<file path="src/rtl/adcfmt_pkg.sv">
package adcfmt_pkg;
  typedef enum logic {
    FMT_STRAIGHT = 1'b0,
    FMT_TWOS     = 1'b1
  } fmt_e;

  localparam int DEF_NCH = 2;
  localparam int DEF_DW  = 10;
endpackage

</file>
<file path="src/rtl/adcfmt_lane.sv">
module adcfmt_lane
  import adcfmt_pkg::*;
#(
  parameter int DW = adcfmt_pkg::DEF_DW
) (
  input  logic          clk,
  input  logic          rst,
  input  logic          load_i,
  input  logic          twos_i,
  input  logic [DW:0]   raw_i,
  output logic [DW:0]   word_o
);
  localparam int WW = DW + 1;

  // Forcing comes first, inversion second.
  function automatic logic [DW:0] shape_word(input logic [DW:0] raw, input fmt_e fmt);
    logic [DW-1:0] mag;
    mag = raw[DW] ? {DW{1'b1}} : raw[DW-1:0];
    if (fmt == FMT_TWOS) mag[DW-1] = ~mag[DW-1];
    return {raw[DW], mag};
  endfunction

  fmt_e          fmt_w;
  logic          ovr_w;
  logic [WW-1:0] shaped_w;
  logic [WW-1:0] word_q;

  assign fmt_w    = fmt_e'(twos_i);
  assign ovr_w    = raw_i[DW];
  assign shaped_w = shape_word(raw_i, fmt_w);

  always_ff @(posedge clk or posedge rst) begin
    if (rst)         word_q <= '0;
    else if (load_i) word_q <= shaped_w;
  end

  assign word_o = word_q;


  bin_pass_chk: assert property (@(posedge clk) disable iff (rst)
    load_i && !ovr_w && !twos_i |=> word_q == {1'b0, $past(raw_i[DW-1:0])});


  twos_flip_chk: assert property (@(posedge clk) disable iff (rst)
    load_i && !ovr_w && twos_i |=>
      (word_q[DW] == 1'b0) && (word_q[DW-1] != $past(raw_i[DW-1])) &&
      (word_q[DW-2:0] == $past(raw_i[DW-2:0])));


  ovr_force_chk: assert property (@(posedge clk) disable iff (rst)
    load_i && ovr_w && !twos_i |=> &word_q);


  ovr_twos_chk: assert property (@(posedge clk) disable iff (rst)
    load_i && ovr_w && twos_i |=> word_q == {2'b10, {(DW-1){1'b1}}});


  hold_chk: assert property (@(posedge clk) disable iff (rst)
    !load_i |=> $stable(word_q));
endmodule

</file>
<file path="src/rtl/adcfmt_valid.sv">
module adcfmt_valid (
  input  logic clk,
  input  logic rst,
  input  logic load_i,
  output logic dav_o
);
  logic dav_q;

  always_ff @(posedge clk or posedge rst) begin
    if (rst) dav_q <= 1'b0;
    else     dav_q <= load_i;
  end

  assign dav_o = dav_q;


  dav_rise_chk: assert property (@(posedge clk) disable iff (rst)
    load_i |=> dav_q);


  dav_low_chk: assert property (@(posedge clk) disable iff (rst)
    !load_i |=> !dav_q);
endmodule

</file>
<file path="src/rtl/adcfmt_top.sv">
module adcfmt_top
  import adcfmt_pkg::*;
#(
  parameter int NCH = adcfmt_pkg::DEF_NCH,
  parameter int DW  = adcfmt_pkg::DEF_DW
) (
  input  logic                  clk,
  input  logic                  rst,
  input  logic                  raw_vld_i,
  input  logic [NCH*(DW+1)-1:0] raw_i,
  input  logic                  twos_sel_i,
  input  logic                  oe_n_i,
  output logic [NCH*(DW+1)-1:0] word_o,
  output logic [NCH-1:0]        drive_en_o,
  output logic                  dav_o
);
  localparam int WW = DW + 1;

  logic load_w;
  assign load_w = raw_vld_i;

  for (genvar ch = 0; ch < NCH; ch++) begin : g_lane
    adcfmt_lane #(.DW(DW)) u_lane (
      .clk    (clk),
      .rst    (rst),
      .load_i (load_w),
      .twos_i (twos_sel_i),
      .raw_i  (raw_i[ch*WW +: WW]),
      .word_o (word_o[ch*WW +: WW])
    );
  end

  adcfmt_valid u_valid (
    .clk    (clk),
    .rst    (rst),
    .load_i (load_w),
    .dav_o  (dav_o)
  );

  assign drive_en_o = oe_n_i ? '0 : '1;


  always_comb begin
    oe_drive_chk: assert ($onehot0(drive_en_o ^ {NCH{~oe_n_i}}) || rst || 1'b1 ? (drive_en_o != '0) == !oe_n_i : 1'b1);
  end
endmodule

</file>
<file path="config.mk">
export PLATFORM = sky130hd
export DESIGN_NAME = adcfmt_top
export DESIGN_NICKNAME = d
export VERILOG_FILES = /design/src/rtl/adcfmt_pkg.sv /design/src/rtl/adcfmt_lane.sv /design/src/rtl/adcfmt_valid.sv /design/src/rtl/adcfmt_top.sv
export SDC_FILE = /design/constraint.sdc
export NUM_CORES = 1
export LEC_CHECK = 0
export CAP_MARGIN = 40
export CELL_PAD_IN_SITES_DETAIL_PLACEMENT = 2
export CELL_PAD_IN_SITES_GLOBAL_PLACEMENT = 2
export CORE_MARGIN = 3
export CORE_UTILIZATION = 23
export CTS_CLUSTER_SIZE = 10
export DETAILED_ROUTE_END_ITERATION = 10
export PLACE_DENSITY_LB_ADDON = 0.1
export SYNTH_ARGS = -nofsm -noshare
export SYNTH_HDL_FRONTEND = slang
export SYNTH_HIERARCHICAL = 1
export SYNTH_SLANG_ARGS = --single-unit
</file>
<file path="constraint.sdc">
create_clock -name clk -period 1.53 [get_ports clk]
set_clock_uncertainty 0.15 [all_clocks]
set_input_delay 0.306 -clock clk [delete_from_list [all_inputs] [get_ports clk]]
set_output_delay 0.306 -clock clk [all_outputs]
set_load 0.02 [all_outputs]
</file>
==> results.json, run 1 <==
{
  "status": "complete, no violations",
  "rrSetupSlack_ns": 0.58,
  "yosys_warnings": 6,
  "syn_area_sq_um": 863.3,
  "r2r_cells": 2,
  "period_minus_slack_ns": 1.431,
  "critical-path-top-delay-family": "flip-flops",
  "finalSetupViolations": 0,
  "row_count": 21,
  "critPathRequiredTime_ns": 1.07,
  "diodes": 0,
  "fin_crit_sh_pct": 93.52,
  "startpoint_type": "flop",
  "drc": 0,
  "gp_congestion": 0.6195,
  "synthTopCellsByArea": "dfrtp_1 67%, o22a_1 18%, mux2_2 2.6%",
  "post_drt_via_cell_ratio": 4.575,
  "place_ws_ns": -0.3426,
  "synth-async-reset-ratio_pct": 100.0,
  "synth_nets": 89,
  "max_freq_mhz": 698.9,
  "grt_max_degree": 13,
  "syn_inst": 62,
  "clock_latency_ns": 0.26,
  "synth_top_cell_by_area": "dfrtp_1",
  "hold_buffers": 0,
  "rsz0062_at_grt": "false",
  "syn_avg_cell_area_sq_um": 13.92,
  "worst_slew_pin_slew_ns": 0.4390,
  "drv_slew": 0,
  "synthDistinctLibCells": 11,
  "chipHeight_um": 67.27,
  "nets": 142,
  "ys.flop_type": "dfrtp_1",
  "layout_setup_ws_ns": 0.09910,
  "cts_buffers": 3,
  "clock_sinks": 23,
  "post-cts-setup-buffers": 0,
  "area_delta_synth_final_pct": 65.94,
  "crit_start": "g_lane[0].u_lane/word_o[8]",
  "yosysMostFrequentCell": "dfrtp_1",
  "clockRootBuffer": "clkbuf_8",
  "dieArea_sq_um": 4525,
  "synth_commonest_cells": "23 x dfrtp_1, 18 x o22a_1, 4 x buf_2, 4 x inv_1",
  "clk_pin_slew_ns": 0.08,
  "synth_seq_cells": 23,
  "worstReg2RegStart": "g_lane[0].u_lane/word_o[9]",
  "r2r_end": "g_lane[0].u_lane/word_o[9]",
  "max_cap_violations": 0,
  "critPathArrivalTime_ns": 0.97,
  "max-clock-path-buffers": 2,
  "register_area_sq_um": 575.6,
  "post_drt_wl_per_cell_um": 16.09,
  "drt_iter0_markers": 10,
  "h-tree-depth": 1,
  "antenna_found_initial": 0,
  "final_util_pct": 41.31,
  "tritoncts": "built",
  "grt_first_pass_wirelength_mm": 4.153,
  "ios": 52,
  "p_leak_uw": 0.0005646,
  "fillCellCount": 388,
  "path_max_fanout": 2,
  "fin_cells": 160,
  "vias": 732,
  "grt_pass1_vias": 830,
  "critical_path_class": "reg -> out",
  "drtPass1Iterations": 3,
  "crit_end": "word_o[8]",
  "fin_area_sq_um": 1433,
  "place_inst": 156,
  "cp_slowest_stage_delay_ns": 0.39,
  "maxSlewHeadroom_pct": 70.70,
  "wl_mm": 2.575,
  "synth.top_cell.area_share_pct": 66.67,
  "cp.depth": 1,
  "synth_edf_count": 0,
  "setup_tns_ns": 0,
  "path_buf_inv": 1,
  "die_w_um": 67.27,
  "ir_drop_mv": 0.4767,
  "grt_overflow": 0,
  "coreArea_sq_um": 3468,
  "slowest_stage": "dfrtp_1",
  "yosysSeqAreaShare_pct": 66.67,
  "hold_viol": 0,
  "multiInputGateArea_sq_um": 250.2,
  "grtUsageTotal_pct": 12.37,
  "cp-end-kind": "primary output",
  "crit_chain": "dlygate4sd2_1",
  "io_buffers": 51,
  "power.density_nw_per_um2": 942.6,
  "initial_core_util_pct": 24.89,
  "drive_above_1_share_pct": 9.649,
  "hpwl_mm": 2.036,
  "post_dp_cell_area_sq_um": 1419,
  "hp-class": "in -> async",
  "final_antenna_net_count": 0
}
## what timing repair did
item / 4_1_cts / 5_1_grt
gates resized for setup: 33 / 1
gates cloned: 0 / 0
endpoints found under the setup margin: 41 / 1
## flip-flops by register name, indices dropped and copies added, names as in the netlist
register,count
u_valid/dav_o,1
g_lane.u_lane/word_o,22
## metrics by stage
| stage | hold slack, ns | total power (uW) |
|---|---|---|
| 2_1_floorplan | -0.1153 | 838.3 |
| 3_3_place_gp | 0.3306 | 1031 |
| 3_5_place_dp | 0.3399 | 1045 |
| 4_1_cts | 0.08844 | 1379 |
| 5_1_grt | 0.1137 | 1438 |
| 6_report | 0.09271 | 1350 |
## layout by cell type, fill, tap and decap left out, drive strengths merged
cell / count
nand2b: 2
clkbuf: 4
dlygate4sd2: 23
or3: 2
mux2: 2
clkdlybuf4s50: 25
dlymetal6s2s: 1
dfrtp: 23
o22a: 18
a31o: 2
inv: 4
buf: 4
nor2b: 2
o21ai: 2
## worst min path at each step
stage          slack, ns                          to                        from
2_1_floorplan      -0.12               u_valid/dav_o                         rst
3_3_place_gp        0.33  g_lane[1].u_lane/word_o[4]  g_lane[1].u_lane/word_o[4]
3_5_place_dp        0.34  g_lane[0].u_lane/word_o[4]  g_lane[0].u_lane/word_o[4]
4_1_cts             0.09               u_valid/dav_o                         rst
5_1_grt             0.11               u_valid/dav_o                         rst
6_report            0.09               u_valid/dav_o                         rst
## layout make-up
cell class | count | share of cell area [%]
repair buffers | 53 | 34.15
flip-flops and latches | 23 | 40.17
multi-input cells | 30 | 17.47
inverters | 4 | 1.048
clock buffers | 4 | 3.144
well taps | 46 | 4.017
## kinds of logic (layout without fill, tap and decap cells)
family                 Yosys count  in the layout  share of synthesized area, %
DFF                             23             23                         66.67
AOI/OAI and AO/OA               22             22                         21.45
buffers and inverters            9             61                         4.927
and+or+nand+nor                  6              6                         4.347
muxes                            2              2                         2.609
## layer usage
layer  track usage [%]  part of all wire, %
met4             3.038                 0.43
met5                 0                    0
met3             2.995                  6.1
met2             22.94                   54
met1             14.14                   39
## power by group
group	internal, uW	switching [uW]	total, uW
Sequential	657	24.0	681
Clock	185	180	365
Combinational	153	151	304
Total	995	355	1350
Power figures use the tool's default switching activity.
==> inputs of run 2 (changes only) <==
--- a/config.mk
+++ b/config.mk
@@ -5,11 +5,12 @@
 export SDC_FILE = /design/constraint.sdc
 export NUM_CORES = 1
 export LEC_CHECK = 0
+export ABC_AREA = 1
 export CAP_MARGIN = 40
 export CELL_PAD_IN_SITES_DETAIL_PLACEMENT = 2
 export CELL_PAD_IN_SITES_GLOBAL_PLACEMENT = 2
 export CORE_MARGIN = 3
-export CORE_UTILIZATION = 23
+export CORE_UTILIZATION = 22
 export CTS_CLUSTER_SIZE = 10
 export DETAILED_ROUTE_END_ITERATION = 10
 export PLACE_DENSITY_LB_ADDON = 0.1
==> run 2 against run 1 <==
Against the previous run:
- design area increased by 7.1%
- die area grew 17%
- count of clock-buffer cells in the layout decreased by 1
- combinational power rose by 13%
- largest power group unchanged
==> results.json, run 2 <==
{
  "grt_pass1_vias": 1091,
  "synthDistinctLibCells": 11,
  "cp-end-kind": "primary output",
  "initial_core_util_pct": 23.61,
  "yosysSeqAreaShare_pct": 58.82,
  "route.met3.wl_um": 138,
  "critPathArrivalTime_ns": 1.04,
  "ys.flop_type": "dfrtp_1",
  "worstReg2RegStart": "g_lane[1].u_lane/word_o[6]",
  "r2r_cells": 2,
  "clockRootBuffer": "clkbuf_8",
  "yosysMostFrequentCell": "nand2_1",
  "worst_slew_pin_slew_ns": 0.4575,
  "grt_first_pass_wirelength_mm": 5.181,
  "diodes": 0,
  "fin_cells": 212,
  "h-tree-depth": 1,
  "syn_avg_cell_area_sq_um": 8.895,
  "drtPass1Iterations": 3,
  "hp-class": "in -> async",
  "final_cell_mix": "48 x nand2_1, 26 x clkdlybuf4s50_1, 23 x dfrtp_1, 23 x dlygate4sd2_1, 16 x o21ai_1",
  "m1WireLength_mm": 1.374,
  "vias": 940,
  "max_cap_violations": 0,
  "register_area_sq_um": 575.6,
  "cts_buffers": 3,
  "p_total_uw": 1410,
  "path_max_fanout": 2,
  "synth.top_cell.area_share_pct": 58.82,
  "drive_above_1_share_pct": 7.407,
  "rrSetupSlack_ns": 0.74,
  "chipHeight_um": 72.69,
  "synth_nets": 137,
  "grt_overflow": 0,
  "wl_met2_mm": 1.527,
  "drv_slew": 0,
  "critPathRequiredTime_ns": 1.07,
  "period_minus_slack_ns": 1.498,
  "p_leak_uw": 0.0007554,
  "max_freq_mhz": 667.5,
  "post_drt_wl_per_cell_um": 14.54,
  "r2r_end": "g_lane[1].u_lane/word_o[6]",
  "syn_area_sq_um": 978.4,
  "yosys.area_share.adder_pct": 0,
  "crit_start": "oe_n_i",
  "drc": 0,
  "io_buffers": 51,
  "maxSlewHeadroom_pct": 69.47,
  "routed.top_layer": "met4",
  "post_drt_via_cell_ratio": 4.434,
  "wl_mm": 3.083,
  "power.density_nw_per_um2": 919.3,
  "gp_congestion": 0.7482,
  "synth_xor_area_share_pct": 0,
  "dieArea_sq_um": 5284,
  "antenna_found_initial": 0,
  "ir_drop_mv": 0.3137,
  "synth_top_family_by_area": "simple AND/OR/NAND/NOR gates",
  "final_antenna_net_count": 0,
  "finalSetupViolations": 0,
  "startpoint_type": "input port",
  "clock_sinks": 23,
  "synth_commonest_cells": "48 x nand2_1, 23 x dfrtp_1, 16 x o21ai_1, 8 x inv_1, 4 x buf_6",
  "coreArea_sq_um": 4144,
  "max-clock-path-buffers": 2,
  "clk_pin_slew_ns": 0.09,
  "yosys_warnings": 6,
  "grtUsageTotal_pct": 12.71,
  "drt_iter0_markers": 25,
  "place_inst": 208,
  "hpwl_mm": 2.393,
  "nets": 190,
  "largest_reg_flops": 22,
  "setup_tns_ns": 0,
  "fillCellCount": 474,
  "synthTopCellsByArea": "dfrtp_1 59%, nand2_1 18%, o21ai_1 8.2%",
  "critical_path_class": "in -> out",
  "synth_edf_count": 0,
  "layout_commonest_cell": "nand2_1",
  "synth-compound-area-share_pct": 11.00,
  "area_delta_synth_final_pct": 56.78,
  "synthMuxAreaShare_pct": 0,
  "synth-async-reset-ratio_pct": 100.0,
  "clock_latency_ns": 0.25,
  "tritoncts": "built",
  "synth_simple_gate_area_share_pct": 20.20,
  "ios": 52,
  "die_w_um": 72.69,
  "fin_crit_sh_pct": 97.92,
  "multiInputGateArea_sq_um": 305.3,
  "synth_top_cell_by_area": "dfrtp_1",
  "crit_end": "drive_en_o[0]",
  "rsz0062_at_grt": "false",
  "post-cts-setup-buffers": 0,
  "grt_max_degree": 15,
  "synth_seq_cells": 23,
  "hold_viol": 0,
  "row_count": 23,
  "syn_inst": 110,
  "status": "complete, no violations"
}
## run 2: repair_timing
item                                    4_1_cts  5_1_grt
hold buffers                                  0        0
resized for setup                            29        0
endpoints found under the setup margin       25        0
## run 2: layout make-up
| type | instances | share of cell area, % |
|---|---|---|
| clock buffer | 3 | 2.692 |
| timing repair buffer | 55 | 33.52 |
| sequential | 23 | 37.52 |
| clock inverter | 1 | 0.3263 |
| multi-input combinational | 72 | 19.90 |
| inverter | 8 | 1.958 |
| tap | 50 | 4.078 |
## run 2: layer usage
metal  global-route usage [%]  up-vias
met1                    16.06      465
li1                         -      446
met4                    4.303        0
met5                        0        -
met2                    21.54       27
met3                    2.617        2
## run 2: how the worst min path moves through the flow
| stage | from | endpoint | slack, ns | cells after the start |
|---|---|---|---|---|
| floorplan | rst | u_valid/dav_o | -0.12 | 1 |
| global placement | g_lane[0].u_lane/word_o[6] | g_lane[0].u_lane/word_o[6] | 0.31 | 2 |
| detailed placement | g_lane[0].u_lane/word_o[5] | g_lane[0].u_lane/word_o[5] | 0.32 | 2 |
| CTS | rst | u_valid/dav_o | 0.07 | 2 |
| global route | rst | u_valid/dav_o | 0.08 | 2 |
| finish | rst | u_valid/dav_o | 0.08 | 2 |
## run 2: cell families (layout without fill, tap and decap cells)
| group | after synthesis | in the layout |
|---|---|---|
| AO/OA/AOI/OAI | 20 | 20 |
| AND/OR/NAND/NOR | 52 | 52 |
| buffers and inverters | 15 | 67 |
| flip-flops | 23 | 23 |
## run 2: power breakdown
| group | internal [uW] | switching [uW] | total (uW) |
|---|---|---|---|
| clock | 181 | 193 | 375 |
| combinational | 152 | 192 | 344 |
| sequential | 663 | 28.7 | 691 |
| total | 996 | 414 | 1410 |
## run 2: worst max-delay path, cell delays in order
cell and delay [ns]:
clkdlybuf4s50_1 0.45, inv_1 0.04, clkdlybuf4s15_2 0.24
## run 2: stage by stage
step	utilization (%)	hold slack [ns]	setup slack, ns	instance area, sq um
3_5_place_dp	36.53	0.3225	-0.2956	1514
4_1_cts	37.02	0.07354	0.02436	1534
6_report	37.02	0.08330	0.03179	1534
3_3_place_gp	36.53	0.3115	-0.2834	1514
2_1_floorplan	-	-0.1153	0.4485	978.4
5_1_grt	37.02	0.08469	0.0004495	1534
